### src/rtl/slice_alu_pkg.sv
package slice_alu_pkg;

   typedef enum logic [2:0] {
      OP_ADD   = 3'd0,
      OP_SUB   = 3'd1,
      OP_AND   = 3'd2,
      OP_OR    = 3'd3,
      OP_XOR   = 3'd4,
      OP_NOTA  = 3'd5,
      OP_PASSA = 3'd6,
      OP_INCA  = 3'd7
   } alu_op_e;

   localparam int OP_COUNT = 8;

   function automatic logic op_is_arith(input alu_op_e op);
      return (op == OP_ADD) || (op == OP_SUB) || (op == OP_INCA);
   endfunction

endpackage

### src/rtl/slice_rcla.sv
module slice_rcla #(
   parameter int W   = 4,
   parameter int WIN = 2
) (
   input  logic [W-1:0] a_i,
   input  logic [W-1:0] b_i,
   input  logic         cin_i,
   input  logic         approx_i,
   output logic [W-1:0] sum_o,
   output logic         cout_o
);

   logic [W-1:0] gen;
   logic [W-1:0] prop;
   logic [W:0]   c_exact;
   logic [W:0]   c_apx;
   logic [W:0]   c_use;

   assign gen  = a_i & b_i;
   assign prop = a_i ^ b_i;

   // carry into position k from generate bits lo..k-1, plus cin when lo==0
   function automatic logic la_carry(input logic [W-1:0] g,
                                     input logic [W-1:0] p,
                                     input logic         ci,
                                     input int           k,
                                     input int           lo);
      logic acc;
      logic run;
      acc = 1'b0;
      for (int j = 0; j < W; j++) begin
         if (j >= lo && j < k) begin
            run = g[j];
            for (int m = 0; m < W; m++) begin
               if (m > j && m < k) run = run & p[m];
            end
            acc = acc | run;
         end
      end
      if (lo == 0) begin
         run = ci;
         for (int m = 0; m < W; m++) begin
            if (m < k) run = run & p[m];
         end
         acc = acc | run;
      end
      return acc;
   endfunction

   assign c_exact[0] = cin_i;
   assign c_apx[0]   = cin_i;

   for (genvar k = 1; k <= W; k++) begin : g_carry
      assign c_exact[k] = la_carry(gen, prop, cin_i, k, 0);
      if (WIN >= W) begin : g_full
         assign c_apx[k] = c_exact[k];
      end else begin : g_window
         localparam int LO = (k > WIN) ? (k - WIN) : 0;
         assign c_apx[k] = la_carry(gen, prop, cin_i, k, LO);
      end
   end

   assign c_use  = approx_i ? c_apx : c_exact;
   assign sum_o  = prop ^ c_use[W-1:0];
   assign cout_o = c_use[W];

endmodule

### src/rtl/alu_slice.sv
module alu_slice
   import slice_alu_pkg::*;
#(
   parameter int W   = 4,
   parameter int WIN = 2
) (
   input  alu_op_e      op_i,
   input  logic         approx_i,
   input  logic [W-1:0] a_i,
   input  logic [W-1:0] b_i,
   input  logic         cin_i,
   output logic [W-1:0] y_o,
   output logic         cout_o
);

   logic [W-1:0] b_cond;
   logic [W-1:0] sum;
   logic [W-1:0] res [OP_COUNT];

   always_comb begin
      unique case (op_i)
         OP_SUB:  b_cond = ~b_i;
         OP_INCA: b_cond = '0;
         default: b_cond = b_i;
      endcase
   end

   slice_rcla #(.W(W), .WIN(WIN)) u_add (
      .a_i      (a_i),
      .b_i      (b_cond),
      .cin_i    (cin_i),
      .approx_i (approx_i),
      .sum_o    (sum),
      .cout_o   (cout_o)
   );

   // all eight results formed in parallel
   assign res[OP_ADD]   = sum;
   assign res[OP_SUB]   = sum;
   assign res[OP_AND]   = a_i & b_i;
   assign res[OP_OR]    = a_i | b_i;
   assign res[OP_XOR]   = a_i ^ b_i;
   assign res[OP_NOTA]  = ~a_i;
   assign res[OP_PASSA] = a_i;
   assign res[OP_INCA]  = sum;

   assign y_o = res[op_i];

endmodule

### src/rtl/slice_alu_chain.sv
module slice_alu_chain
   import slice_alu_pkg::*;
#(
   parameter int NUM_SLICES = 4,
   parameter int SLICE_W    = 4,
   parameter int APX_WIN    = 2,
   localparam int N         = NUM_SLICES * SLICE_W
) (
   input  logic         clk,
   input  logic         rst,
   input  logic [2:0]   sel_i,
   input  logic         approx_i,
   input  logic [N-1:0] a_i,
   input  logic [N-1:0] b_i,
   input  logic         carry_i,
   output logic [N-1:0] result_o,
   output logic         carry_o
);

   if (NUM_SLICES < 1) begin : g_bad_count
      $error("NUM_SLICES must be at least 1");
   end
   if (SLICE_W != 4) begin : g_bad_width
      $error("SLICE_W must be 4");
   end
   if (APX_WIN < 1) begin : g_bad_win
      $error("APX_WIN must be at least 1");
   end

   alu_op_e          op;
   logic [NUM_SLICES:0] chain;
   logic [N-1:0]     y_comb;
   logic             is_arith;

   assign op       = alu_op_e'(sel_i);
   assign is_arith = op_is_arith(op);

   always_comb begin
      unique case (op)
         OP_ADD:          chain[0] = carry_i;
         OP_SUB, OP_INCA: chain[0] = 1'b1;
         default:         chain[0] = 1'b0;
      endcase
   end

   for (genvar s = 0; s < NUM_SLICES; s++) begin : g_slice
      alu_slice #(.W(SLICE_W), .WIN(APX_WIN)) u_slice (
         .op_i     (op),
         .approx_i (approx_i),
         .a_i      (a_i[s*SLICE_W +: SLICE_W]),
         .b_i      (b_i[s*SLICE_W +: SLICE_W]),
         .cin_i    (chain[s]),
         .y_o      (y_comb[s*SLICE_W +: SLICE_W]),
         .cout_o   (chain[s+1])
      );
   end

   always_ff @(posedge clk) begin
      if (rst) begin
         result_o <= '0;
         carry_o  <= 1'b0;
      end else begin
         result_o <= y_comb;
         carry_o  <= is_arith ? chain[NUM_SLICES] : 1'b0;
      end
   end

endmodule


### config.mk
export PLATFORM = sky130hd
export DESIGN_NAME = slice_alu_chain
export DESIGN_NICKNAME = d
export VERILOG_FILES = /design/src/rtl/slice_alu_pkg.sv /design/src/rtl/slice_rcla.sv /design/src/rtl/alu_slice.sv /design/src/rtl/slice_alu_chain.sv
export SDC_FILE = /design/constraint.sdc
export NUM_CORES = 1
export LEC_CHECK = 0
export ABC_AREA = 1
export BUFFER_PORTS_ARGS = -buffer_cell sky130_fd_sc_hd__buf_2
export CAP_MARGIN = 20
export CORE_MARGIN = 3
export CORE_UTILIZATION = 41
export CTS_CLUSTER_DIAMETER = 60
export DETAILED_ROUTE_END_ITERATION = 10
export MAX_ROUTING_LAYER = met4
export PLACE_DENSITY = 0.75
export SYNTH_ARGS = -nofsm -noshare
export SYNTH_HDL_FRONTEND = slang
export SYNTH_HIERARCHICAL = 1
export SYNTH_SLANG_ARGS = --single-unit
export TNS_END_PERCENT = 20
### constraint.sdc
create_clock -name clk -period 5.07 [get_ports clk]
set_input_delay 1.2675 -clock clk [delete_from_list [all_inputs] [get_ports clk]]
set_output_delay 1.2675 -clock clk [all_outputs]
set_load 0.03 [all_outputs]
# Word level (Yosys, flattened, before mapping)
# Index checks and enable logic that the tools add are counted.
# op_classes
addsub	0
eq_ne	2
order_cmp	1
reduce_logical	5
muxes	21
shift	0
div_mod_pow	0
n_mul	0
bitwise	122
# ops
cell	n
$bmux W4 S3	4
$or A1 B1 Y1	48
$xor A4 B4 Y4	12
$and A1 B1 Y1	40
$and A4 B4 Y4	8
$mux W4	8
$not A4 Y4	8
$pmux W4 S2	4
$mux W5	4
$or A4 B4 Y4	4
$ge A4 B4 Y1 const B	1
$not A3 Y4	1
$reduce_or A2 Y1	2
$eq A3 B1 Y1 const B	1
$eq A3 B3 Y1 const B	1
$logic_not A3 Y1	1
$logic_or A1 B1 Y1	2
$pmux W1 S2	1
$not A1 Y1	1
# word_totals
latchBits	0
out_inout_bits	17
wordCells	153
ff_bits	17
memories	0
in_bits	39
mem_bits_ro	0
mem_bits_rw	0

# Longest topological paths before layout
# logic_depth
ltp_word	33
ltp_mapped	38
ltp_nobuf	38

# By module
# The synthesis kept the hierarchy.
# by_module_without_submodules
mod	cells_each	area_each_um2	n_inst	seq_area_each_um2
alu_slice	94	466.7	4	0.0
slice_rcla	29	197.7	4	0.0
slice_alu_chain	64	539.3	1	340.3

# Least setup slack after synthesis
# OpenSTA, ideal clock, no wires.
# synth_timing
path_kind	input to register
from	input sel_i[2]
to	register result_o[15]
slack_ns	0.244
t_required_ns	4.959
arrival_ns	4.715
stages	37
n_path_buf	1
setup_ns	0.111
path_cell_list	buf_2 -> nand3b_1 -> inv_1 -> nand2_1 -> o21ai_1 -> ha_1 -> ha_1 -> nand2_1 -> nand3_2 -> nand2_2 -> nand2_2 -> a21o_1 -> ha_1 -> nand2_1 -> nand3_2 -> nand2_2 -> nand2_2 -> a21o_1 -> ha_1 -> nand2_1 -> nand3_2 -> nand2_2 -> nand2_2 -> a21o_1 -> ha_1 -> nand2_1 -> nand3_2 -> nand2_2 -> nand2_2 -> nand3_1 -> nand2_1 -> nand2_1 -> nand3_1 -> nand3_1 -> nand2_1 -> inv_1 -> nor2_1
# synth_via
elab_chain_cells	32
word_cells_on_any_way	81
cone_classes	eq/ne: 2; mux: 12; bitwise: 65; reduce/logical: 2
# synth_lines
element	line	rtl
start: declaration	slice_alu_chain.sv:11	input logic [2:0] sel_i,
$eq A3 B3 Y1 / $eq A3 B1 Y1 (equally long branches)	alu_slice.sv:21	unique case (op_i)
$pmux W4 S2 *	alu_slice.sv:21	
net g_slice[0].u_slice.b_cond[0]	alu_slice.sv:16	logic [W-1:0] b_cond;
$and A4 B4 Y4	slice_rcla.sv:19	assign gen = a_i & b_i;
$and A1 B1 Y1 (3 in series)	slice_rcla.sv:35	if (m > j && m < k) run = run & p[m];
$or A1 B1 Y1 (3 in series)	slice_rcla.sv:37	acc = acc | run;
$or A1 B1 Y1 *	slice_rcla.sv:45	acc = acc | run;
$mux W5 *	slice_rcla.sv:63	assign c_use = approx_i ? c_apx : c_exact;
net chain[1]	slice_alu_chain.sv:31	logic [NUM_SLICES:0] chain;
[... 6 more ...]	-	
net chain[2]	slice_alu_chain.sv:31	
[... 6 more ...]	-	
net chain[3]	slice_alu_chain.sv:31	
$and A1 B1 Y1 * (3 in series)	slice_rcla.sv:43	if (m < k) run = run & p[m];
$or A1 B1 Y1 *	slice_rcla.sv:45	
$mux W5 *	slice_rcla.sv:63	
$xor A4 B4 Y4 *	slice_rcla.sv:64	assign sum_o = prop ^ c_use[W-1:0];
net g_slice[3].u_slice.sum[3]	alu_slice.sv:17	logic [W-1:0] sum;
$bmux W4 S3 *	alu_slice.sv:47	assign y_o = res[op_i];
$mux W4 (implied by the code) * (2 in series)	alu_slice.sv:47	
net y_comb[15]	slice_alu_chain.sv:32	logic [N-1:0] y_comb;
end signal: assignment	slice_alu_chain.sv:63	result_o <= y_comb;
end: declaration	slice_alu_chain.sv:16	output logic [N-1:0] result_o,
# Mark *: on every way through the listed nets, which the timed path passes. The rest lies on a longest branch. The select of a mux whose other input is x is not followed.
# A chain may end at the register's enable or synchronous reset.

# Worst setup path after layout
# Ends and elaborated chain as after synthesis.

==> summary.log <==
[run_status] status completed
[route] first-pass iteration count of the detailed router 5
[cts] H-Tree Level Count 1
[cts] Reg clk slew, reported paths 0.09 ns
[final_layout] number of nets in the layout 710
[synth] netlist area before placement 0.00320 mm^2
[synth] number of distinct library cells after synthesis 21
[route] DR WL/cell 10.8 um
[timing] setup repair after global routing missed its margin yes
[setup_path] most repeated library cell on the critical path sky130_fd_sc_hd__nand2_2
[final_layout] Core Util, Final 49.8%
[place] final HPWL from detailed placement 5.98 mm
[timing] post-route minimum period 4.89 ns
[power] ratio of total power to cell area 171 mW/mm^2
[power] part of the total power dissipated in sequential elements 23.6%
[die] initial cell density of the core 43.2%
[route] drt drc 0
[route] number of design-rule violations left by the first detailed-router iteration 123
[setup_path] critical path capture point type register
[place] worst setup timing slack at the placement stage -0.0987 ns
[die] area of the die 0.00889 mm^2
[die] die boundary height 94.3 um
[final_layout] most used cells in the layout excluding fill and tap cells sky130_fd_sc_hd__nand2_1, sky130_fd_sc_hd__inv_1, sky130_fd_sc_hd__nand3_1
[die] Core ar. 0.00741 mm^2
[route] vias after detailed routing 3,392
[timing] fin crit share 96.5%
[cts] clock buffer count from CTS 3
[cts] CTS tree done
[timing] final number of max-transition violations 0
[power] maximum resistive drop on vdd 0.109 mV
[flow_run] max-cap check violation count 0
[place] global placer's final weighted congestion 0.862
[timing] highest achievable clock rate 0.204 GHz
[power] clock network fraction of design power 18.4%
[synth] Mapped Nets 651
[synth] fraction of the yosys area taken by sequential cells 10.6%
[die] number of placement rows 31
[timing] worst-case setup margin in the final layout 0.179 ns
[setup_path] crit start category input port
[setup_path] data required time of the critical path 5.28 ns
[power] Pwr Total 0.632 mW
[route] via density per instance 4.76
[grt] largest net degree at the start of global routing 44
[route] Routed Antenna Nets 0
[grt] remaining global-route overflow 0
[timing] Worst-Margin Slew 0.450 ns
[final_layout] post-route insts no fill 713
[cts] number of buffers on the longest clock path 2
[final_layout] share of post-route cells with drive strength above 1 17.6%
[setup_path] Critical Setup Path Class input port to register
[timing] final hold vios 0
[die] I/O pin cnt 56
[timing] number of failing setup endpoints in the final timing report 0
[final_layout] most common cell after layout, fill and taps aside sky130_fd_sc_hd__nand2_1
[cts] number of clock sinks 17
[synth] synth warn 6
[grt] wire length of the first global-routing pass 12.6 mm
[synth] flip-flop and latch count after synthesis 17
[setup_path] slowest stage delay, CP 0.29 ns
[power] Power Internal 0.341 mW
[final_layout] fill cell total of the finished layout 730
[place] Placed Cells 703
[power] Static Leak 2.26 nW
[synth] cell count after synthesis 556
[final_layout] area growth from synthesis to layout 15.5%
[synth] average cell area after synthesis 5.75 um^2
[min_path] Min-Delay Path Class input port to register
[setup_path] worst path arrival time 5.10 ns
[grt] number of global-route vias before repair 2,978
[setup_path] Slowest-stage cell, CP sky130_fd_sc_hd__ha_1
[grt] total routing resource utilization after global routing 17.5%
[grt] antenna violations before repair 0
[place] number of input and output port buffers inserted 55
[final_layout] Ant. Diodes 0
[setup_path] Worst Path Max Fanout 3
[power] share of total power in combinational logic 58.0%
[timing] slew margin rel. 70.0%
[route] final wirelength 7.67 mm
[cts] CTS root buf sky130_fd_sc_hd__clkbuf_8
[power] power dissipated by switching net loads 0.291 mW
[power] switching fraction of total power 46.0%
[die] Die Width 94.3 um
==> metal layers <==
metal / track usage, % / routed length (um)
met1: 22.2 / 3620
met2: 29.9 / 3560
met3: 2.16 / 451
met4: 3.73 / 39
met5: - / 0
==> worst max-delay path, delay by kind of cell <==
| kind | cells | cell delay, ns |
|---|---|---|
| buf+inv | 2 | 0.12 |
| fa+ha+maj | 5 | 0.98 |
| simple gates | 26 | 2.05 |
| compound gates | 4 | 0.68 |
==> synthesized netlist by cell type <==
cell type	count	area, um^2
sky130_fd_sc_hd__a21oi_1	5	25.0
sky130_fd_sc_hd__nand3b_1	4	30.0
sky130_fd_sc_hd__buf_6	5	56.3
sky130_fd_sc_hd__nor2_1	54	203
sky130_fd_sc_hd__a21o_1	4	30.0
sky130_fd_sc_hd__nand3_1	76	380
sky130_fd_sc_hd__xor2_1	4	35.0
sky130_fd_sc_hd__dfxtp_1	17	340
sky130_fd_sc_hd__nand2_2	8	50.1
sky130_fd_sc_hd__buf_8	1	15.0
sky130_fd_sc_hd__nor2_2	1	6.26
sky130_fd_sc_hd__nand3_2	4	40.0
sky130_fd_sc_hd__buf_4	4	30.0
sky130_fd_sc_hd__ha_1	52	651
sky130_fd_sc_hd__xnor2_1	4	35.0
sky130_fd_sc_hd__buf_2	8	40.0
sky130_fd_sc_hd__inv_1	104	390
sky130_fd_sc_hd__o21ai_1	16	80.1
sky130_fd_sc_hd__inv_2	4	15.0
sky130_fd_sc_hd__fa_1	4	80.1
sky130_fd_sc_hd__nand2_1	177	664
==> stage by stage <==
stage	area (um^2)	setup TNS, ns	hold slack, ns
after floorplan	3200	0	1.43
after global placement	3540	0	1.68
after detailed placement	3540	-0.122	1.69
after CTS	3580	0	1.40
after global routing	3690	-0.0562	1.42
final	3690	0	1.39
==> kinds of logic after synthesis <==
group / after synthesis / synth area share (%)
compound gates: 25 / 4.23
xor+xnor: 8 / 2.19
fa+ha+maj: 56 / 22.9
buf+inv: 126 / 17.1
flops: 17 / 10.6
simple gates: 324 / 43.0
==> state kept, by name (all words and copies together) (netlist names) <==
signal    flops
result_o     16
carry_o       1
==> final timing paths <==
kind | depth (start not counted) | start | endpoint | slack (ns)
max | 37 | sel_i[2] | result_o[15] | 0.18
min | 2 | rst | result_o[9] | 1.39
==> area by class of cell <==
| cell class | count | area, um^2 | area share (%) |
|---|---|---|---|
| timing repair buffer | 72 | 419 | 11.4 |
| multi-input combinational | 413 | 2360 | 63.8 |
| sequential | 17 | 340 | 9.22 |
| inverter | 108 | 405 | 11.0 |
| clock buffer | 3 | 41.3 | 1.12 |
| tap | 99 | 124 | 3.36 |
| clock inverter | 1 | 5.00 | 0.136 |
==> power by group through the flow <==
stage                     sequential, mW  clock, mW  combinational (mW)
after detailed placement           0.153          0               0.349
after global routing               0.151      0.127               0.420
after global placement             0.152          0               0.339
after floorplan                    0.180          0               0.237
final                              0.149      0.117               0.367
after CTS                          0.150      0.121               0.351
==> repair_timing <==
item / 4_1_cts / 5_1_grt
setup buffers: 0 / 6
hold buffers: 0 / 0
setup endpoints to repair: 0 / 4
gates resized for setup: 0 / 20
Power figures use the tool's default switching activity.
